[config.mk]
export PLATFORM = sky130hd
export DESIGN_NAME = dpca_arbiter
export DESIGN_NICKNAME = d
export VERILOG_FILES = /design/src/rtl/dpca_pkg.sv /design/src/rtl/dpca_port_track.sv /design/src/rtl/dpca_owner_fsm.sv /design/src/rtl/dpca_wr_gate.sv /design/src/rtl/dpca_arbiter.sv
export SDC_FILE = /design/constraint.sdc
export NUM_CORES = 1
export LEC_CHECK = 0
export BUFFER_PORTS_ARGS = -buffer_cell sky130_fd_sc_hd__buf_4
export CORE_UTILIZATION = 27
export CTS_BUF_LIST = sky130_fd_sc_hd__clkbuf_8 sky130_fd_sc_hd__clkbuf_16
export CTS_CLUSTER_SIZE = 25
export DETAILED_ROUTE_END_ITERATION = 8
export GPL_TIMING_DRIVEN = 1
export PLACE_DENSITY_LB_ADDON = 0.15
export SYNTH_ARGS = -nofsm -noshare
export SYNTH_HDL_FRONTEND = slang
export SYNTH_SLANG_ARGS = --single-unit
[constraint.sdc]
create_clock -name clk -period 4 [get_ports clk]
set_input_delay 0.2 -clock clk [delete_from_list [all_inputs] [get_ports clk]]
set_output_delay 0.2 -clock clk [all_outputs]
set_load 0.03 [all_outputs]
[src/rtl/dpca_pkg.sv]
package dpca_pkg;
  typedef enum logic [1:0] {
    OWN_NONE  = 2'd0,
    OWN_LEFT  = 2'd1,
    OWN_RIGHT = 2'd2
  } owner_t;
endpackage

[src/rtl/dpca_port_track.sv]
module dpca_port_track #(
  parameter int ADDR_W = 12
) (
  input  logic              clk,
  input  logic              rst_n,
  input  logic              en,
  input  logic [ADDR_W-1:0] addr,
  output logic              settled
);
  logic              prev_en_q, prev_en_d;
  logic [ADDR_W-1:0] prev_addr_q, prev_addr_d;
  logic              upd;

  always_comb begin
    upd         = 1'b1;
    prev_en_d   = en;
    prev_addr_d = addr;
    settled     = en && prev_en_q && (addr == prev_addr_q);
  end

  always_ff @(posedge clk or negedge rst_n) begin
    if (!rst_n) begin
      prev_en_q   <= 1'b0;
      prev_addr_q <= '0;
    end else if (upd) begin
      prev_en_q   <= prev_en_d;
      prev_addr_q <= prev_addr_d;
    end
  end
endmodule

[src/rtl/dpca_owner_fsm.sv]
module dpca_owner_fsm
  import dpca_pkg::*;
(
  input  logic   clk,
  input  logic   rst_n,
  input  logic   match,
  input  logic   l_settled,
  input  logic   r_settled,
  output owner_t owner
);
  owner_t owner_q, owner_d;

  always_comb begin
    owner_d = owner_q;
    if (!match) begin
      owner_d = OWN_NONE;
    end else if (owner_q == OWN_NONE) begin
      if (r_settled && !l_settled) owner_d = OWN_RIGHT;
      else                         owner_d = OWN_LEFT;
    end
  end

  always_ff @(posedge clk or negedge rst_n) begin
    if (!rst_n) owner_q <= OWN_NONE;
    else        owner_q <= owner_d;
  end

  assign owner = owner_q;
endmodule

[src/rtl/dpca_wr_gate.sv]
module dpca_wr_gate (
  input  logic master_mode,
  input  logic en,
  input  logic wr,
  input  logic lost,
  input  logic busy_in_n,
  output logic busy_n,
  output logic wr_ok
);
  logic inhibit;

  always_comb begin
    if (master_mode) begin
      busy_n  = !lost;
      inhibit = lost;
    end else begin
      busy_n  = 1'b1;
      inhibit = !busy_in_n;
    end
    wr_ok = en && wr && !inhibit;
  end
endmodule

[src/rtl/dpca_arbiter.sv]
module dpca_arbiter
  import dpca_pkg::*;
#(
  parameter int ADDR_W = 12
) (
  input  logic              clk,
  input  logic              rst_n,
  input  logic              master_mode,
  input  logic              l_en,
  input  logic [ADDR_W-1:0] l_addr,
  input  logic              l_wr,
  input  logic              l_busy_in_n,
  input  logic              r_en,
  input  logic [ADDR_W-1:0] r_addr,
  input  logic              r_wr,
  input  logic              r_busy_in_n,
  output logic              l_busy_n,
  output logic              r_busy_n,
  output logic              l_wr_ok,
  output logic              r_wr_ok
);
  localparam int NPORT = 2;

  logic [NPORT-1:0]  p_en, p_wr, p_bin, p_settled, p_lost, p_busy, p_ok;
  logic [ADDR_W-1:0] p_addr [NPORT];
  logic              match;
  owner_t            owner;

  assign p_en     = {r_en, l_en};
  assign p_wr     = {r_wr, l_wr};
  assign p_bin    = {r_busy_in_n, l_busy_in_n};
  assign p_addr[0] = l_addr;
  assign p_addr[1] = r_addr;
  assign match    = l_en && r_en && (l_addr == r_addr);
  assign p_lost[0] = (owner == OWN_RIGHT);
  assign p_lost[1] = (owner == OWN_LEFT);

  for (genvar g = 0; g < NPORT; g++) begin : g_port
    dpca_port_track #(.ADDR_W(ADDR_W)) u_track (
      .clk     (clk),
      .rst_n   (rst_n),
      .en      (p_en[g]),
      .addr    (p_addr[g]),
      .settled (p_settled[g])
    );
    dpca_wr_gate u_gate (
      .master_mode (master_mode),
      .en          (p_en[g]),
      .wr          (p_wr[g]),
      .lost        (p_lost[g]),
      .busy_in_n   (p_bin[g]),
      .busy_n      (p_busy[g]),
      .wr_ok       (p_ok[g])
    );
  end

  dpca_owner_fsm u_fsm (
    .clk       (clk),
    .rst_n     (rst_n),
    .match     (match),
    .l_settled (p_settled[0]),
    .r_settled (p_settled[1]),
    .owner     (owner)
  );

  assign l_busy_n = p_busy[0];
  assign r_busy_n = p_busy[1];
  assign l_wr_ok  = p_ok[0];
  assign r_wr_ok  = p_ok[1];
endmodule

== Yosys cells after proc, flatten, opt, wreduce, memory -nomap -nowiden ==
Index checks and enable logic that the tools add are counted.

* Word-level logic and storage cells: 37
* Register bits after elaboration: 28
* Output and inout port bits: 4
* Input port bits: 33

* Reductions and logical operators: 19
* Muxes and demuxes: 7
* Equal/unequal tests: 6

{| class="wikitable"
|+ Operators with widths
! cell !! count
|-
| 12-bit equality test || 3
|-
| 1-bit logical AND || 11
|-
| 1-bit zero test || 7
|-
| 2-bit 2-to-1 mux || 3
|-
| 1-bit 2-to-1 mux || 4
|-
| 2-bit by 1-bit equality test with 1-bit output, second input constant || 1
|-
| 2-bit equality test, second input constant || 1
|-
| 2-bit zero test || 1
|-
| 2-bit != test, second input constant || 1
|}

== Depth between registers and ports, before layout ==
* Depth after elaboration: 7
* Depth in mapped cells: 5
* Mapped depth without buffers: 5

== Hierarchy ==
A second synthesis with hierarchy kept.

* Cells, all modules: 97
* Area, all modules: 1232.4 um^2

{| class="wikitable"
|+ Modules (own cells, without submodules)
! module !! instances !! area an instance (um^2) !! seq. area each (um^2) !! cells each
|-
| dpca_port_track || 2 || 465.4 || 325.3 || 30
|-
| dpca_arbiter || 1 || 152.6 || 0.0 || 19
|-
| dpca_owner_fsm || 1 || 91.3 || 50.0 || 8
|-
| dpca_wr_gate || 2 || 28.8 || 0.0 || 5
|}

== Worst setup path before layout ==
No wires, ideal clock.

* Kind: reg-to-reg
* Start: register g_port[1].u_track.prev_addr_q[9]
* End: register u_fsm.owner_q[1], in the netlist u_fsm.owner[1]
* Buffers on the path: 0
* Cell stages (with the launch flop): 6
* Period minus slack after synthesis: 1591 ps
* Library setup time: 78 ps
* Setup slack: 2409 ps
* Arrival time: 1514 ps
* Data required time: 3922 ps
* Cell sequence: dfrtp_1 > xnor2_1 > nand4_1 > or4_1 > or3_1 > a21oi_1

* Cells in the longest elaborated chain, start to end: 6

{| class="wikitable"
|+ Ends and longest elaborated chain
! what !! RTL line !! text
|-
| start: declaration || dpca_port_track.sv:11 || <nowiki>logic [ADDR_W-1:0] prev_addr_q, prev_addr_d;</nowiki>
|-
| start signal: assignment || dpca_port_track.sv:27 || <nowiki>prev_addr_q <= prev_addr_d;</nowiki>
|-
| 12-bit equality test || dpca_port_track.sv:18 || <nowiki>settled = en && prev_en_q && (addr == prev_addr_q);</nowiki>
|-
| 1-bit logical AND || dpca_port_track.sv:18 ||
|-
| 1-bit logical AND || dpca_owner_fsm.sv:18 || <nowiki>if (r_settled && !l_settled) owner_d = OWN_RIGHT;</nowiki>
|-
| 2-bit 2-to-1 mux || dpca_owner_fsm.sv:18 ||
|-
| 2-bit 2-to-1 mux || dpca_owner_fsm.sv:17 || <nowiki>end else if (owner_q == OWN_NONE) begin</nowiki>
|-
| 2-bit 2-to-1 mux || dpca_owner_fsm.sv:15 || <nowiki>if (!match) begin</nowiki>
|-
| end signal: assignment || dpca_owner_fsm.sv:25 || <nowiki>else owner_q <= owner_d;</nowiki>
|-
| end: declaration || dpca_owner_fsm.sv:11 || <nowiki>owner_t owner_q, owner_d;</nowiki>
|}

No other way between the ends. The select of a mux whose other input is x is not followed.
A chain may end at the register's enable or synchronous reset.

== Worst setup path after layout ==
Same ends and word-level chain as after synthesis.

==> impl_metrics.py <==
metrics = {
    "outcome": {
        "status": "completed",
    },
    "pwr": {
        "finalPower_uw": 609,
        "ir_drop_mv": 0.124,
        "leakage_nw": 0.652,
        "power_per_cell_area_nw_per_um2": 384,
    },
    "final_layout": {
        "fin_util_pct": 38.8,
        "multi_input_area_um2": 464,
        "area_growth_pct": 35.3,
        "seq_area_um2": 701,
        "fin_cells": 180,
        "final_layout_size_suffix_gt1_share_pct": 31.5,
        "diodes": 0,
        "fill_cells": 415,
        "nets": 164,
    },
    "clock_tree": {
        "clkSlewWorstSetupHoldPaths_ps": 100,
        "root_buffer": "clkbuf_8",
        "cts_max_level": 1,
        "cts_setup_buffers": 0,
        "cts_tree": "done",
        "cts_buffer_depth": 2,
        "numCtsBuffers": 3,
        "hold_buffers": 1,
        "clock-sinks": 28,
        "clock_latency_ps": 280,
        "cts_resized": 0,
    },
    "run": {
        "drv_cap": 0,
    },
    "synthesis": {
        "synth.most_common_cell": "xnor2_1",
        "synth_area_leader_cell": "dfrtp_1",
        "synth_edf_count": 0,
        "yosysSeqAreaShare_pct": 59.8,
        "synth_area_um2": 1170,
        "synthArstFlopShare_pct": 100,
        "ys_ff_latch": 28,
        "netlist-cell-type-count": 14,
        "synth_warnings": 0,
        "ys_top_cells_by_count": "xnor2_1, dfrtp_1, nand3_1, nand4_1, xor2_1",
        "synth_area_leaders": "dfrtp_1, xnor2_1, xor2_1, nand4_1, nand3_1",
        "syn_inst": 89,
        "synth_nets": 122,
        "avgSynthCellArea_um2": 13.2,
        "synth_ff_type": "dfrtp_1",
        "synth_top_cell_area_share_pct": 59.8,
    },
    "timing": {
        "fin_crit_sh_pct": 43.9,
        "worstMarginPinSlew_ps": 356,
        "hold_slack_ps": 48.0,
        "period_minus_slack_ps": 1760,
        "finClkSkew_ps": 11.3,
        "setup_violations": 0,
        "drv_slew": 0,
        "hold_viol": 0,
        "rsz0062_at_grt": "false",
        "tns_ps": 0,
        "slew-limit-headroom_pct": 76.3,
        "max_clock_freq_mhz": 570,
    },
    "global_route": {
        "grt_max_degree": 29,
        "groute.usage.overall_pct": 12.0,
        "grt.busiest_layer": "met2",
        "met2_usage_pct": 18.2,
        "antenna_found_initial": 0,
        "grt_pass1_vias": 816,
        "grt_overflow": 0,
        "grt_util_met3_pct": 2.00,
        "met1_usage_pct": 16.0,
        "grt_pass1_wl_mm": 3.91,
    },
    "setup_path": {
        "critPathTopFamily": "simple AND/OR/NAND/NOR gates",
        "path_class": "reg2reg",
        "worstPathCellList": "xnor2_1 > nand4_1 > or4_1 > or3_1 > a21oi_1",
        "cp_num_buf_inv": 0,
        "endpoint_kind": "flop",
        "startpoint_type": "flop",
        "worst_ep_arrival_time_ps": 1960,
        "cpMaxStageDelayCell": "or4_1",
        "worst-path-max-fanout": 2,
        "critPathMaxStageDelay_ps": 520,
        "worstPathRequired_ps": 4210,
    },
    "floorplanning": {
        "die_area_um2": 4610,
        "initial_core_util_pct": 28.7,
        "die_h_um": 67.9,
        "placementRows": 23,
        "ioPinCount": 37,
        "die_w_um": 67.9,
        "core_region_area_um2": 4090,
    },
    "detailed_routing": {
        "viasPerCell": 4.41,
        "drt_iter0_drc": 17,
        "routedWlPerCell_um": 13.0,
        "drc": 0,
        "vias": 793,
        "drtAntennaViolNets": 0,
        "routed_wl_mm": 2.34,
        "drt_pre_antenna_iters": 4,
    },
    "hold_path": {
        "min_path_type": "in2reg",
    },
    "place": {
        "port_buffers": 36,
        "dp.cells": 175,
        "gp_congestion": 0.687,
    },
}
[state kept, by name, indices dropped and copies added, names as in the netlist]
signal and count:
g_port.u_track.prev_en_q 2, u_fsm.owner 2, g_port.u_track.prev_addr_q 24
[cell families after synthesis]
kind of cell | Yosys count | synth area share, %
AOI/OAI and AO/OA | 5 | 3.20
and+or+nand+nor | 18 | 9.50
DFF | 28 | 59.8
xor gates and xnor gates | 36 | 26.9
buffers and inverters | 2 | 0.641
[where the power goes]
part	switching [mW]	internal, mW	leakage [nW]
combinational	0.0383	0.0475	0.286
sequential	0.00542	0.296	0.331
clock	0.0879	0.134	0.0357
total	0.132	0.478	0.652
[metrics by stage]
| stage | setup slack (ps) | area, um^2 |
|---|---|---|
| finish | 2240 | 1590 |
| CTS | 2220 | 1590 |
| global placement | 2290 | 1510 |
| global route | 2160 | 1590 |
| floorplan | 2410 | 1170 |
| detailed placement | 2250 | 1510 |
[placed cells by master, fill, tap and decap left out]
cell | synthesis | layout
xor2_1 | 5 | 5
xnor2_1 | 31 | 31
or3_1 | 1 | 1
a21oi_1 | 2 | 2
nor4_1 | 1 | 1
buf_4 | 0 | 36
o2111a_1 | 2 | 2
dfrtp_1 | 28 | 28
clkbuf_8 | 0 | 3
nand2_1 | 1 | 1
nor4_2 | 1 | 1
nand3_1 | 6 | 6
dlygate4sd3_1 | 0 | 1
nand4_1 | 6 | 6
bufinv_16 | 0 | 1
o21ai_0 | 1 | 1
or4_1 | 2 | 2
inv_1 | 2 | 2
[worst paths after layout]
| path | start | to | slack, ps | cells after the start |
|---|---|---|---|---|
| setup reg to reg | g_port[1].u_track.prev_addr_q[9] | u_fsm.owner[1] | 2240 | 5 |
| setup / recovery | g_port[1].u_track.prev_addr_q[9] | u_fsm.owner[1] | 2240 | 5 |
| hold / removal | r_addr[1] | g_port[1].u_track.prev_addr_q[1] | 50 | 1 |
| hold reg to reg | u_fsm.owner[0] | u_fsm.owner[1] | 570 | 2 |
| max in group asynchronous | rst_n | u_fsm.owner[0] | 3360 | 2 |
| min in group asynchronous | rst_n | g_port[0].u_track.prev_addr_q[11] | 370 | 2 |
[metal layers]
metal | share of wire, % | up-vias
met1 | 46 | 375
met5 | 0 | -
li1 | - | 387
met2 | 47 | 26
met3 | 4.9 | 5
met4 | 2.2 | 0
[worst reg2reg max path, delay by kind of cell (launching register included)]
family | cells | cell delay [ps]
AO/OA/AOI/OAI | 1 | 160
AND/OR/NAND/NOR | 3 | 960
XOR/XNOR | 1 | 190
flip-flops | 1 | 390
[final cells by class]
type | count | share of cell area [%]
repair buffers | 37 | 17.7
well taps | 50 | 3.94
clock inverters | 1 | 1.89
multi-input cells | 59 | 29.3
inverters | 2 | 0.473
flip-flops and latches | 28 | 44.2
clock buffers | 3 | 2.60
Note: power is estimated with default switching activity, not from simulation.
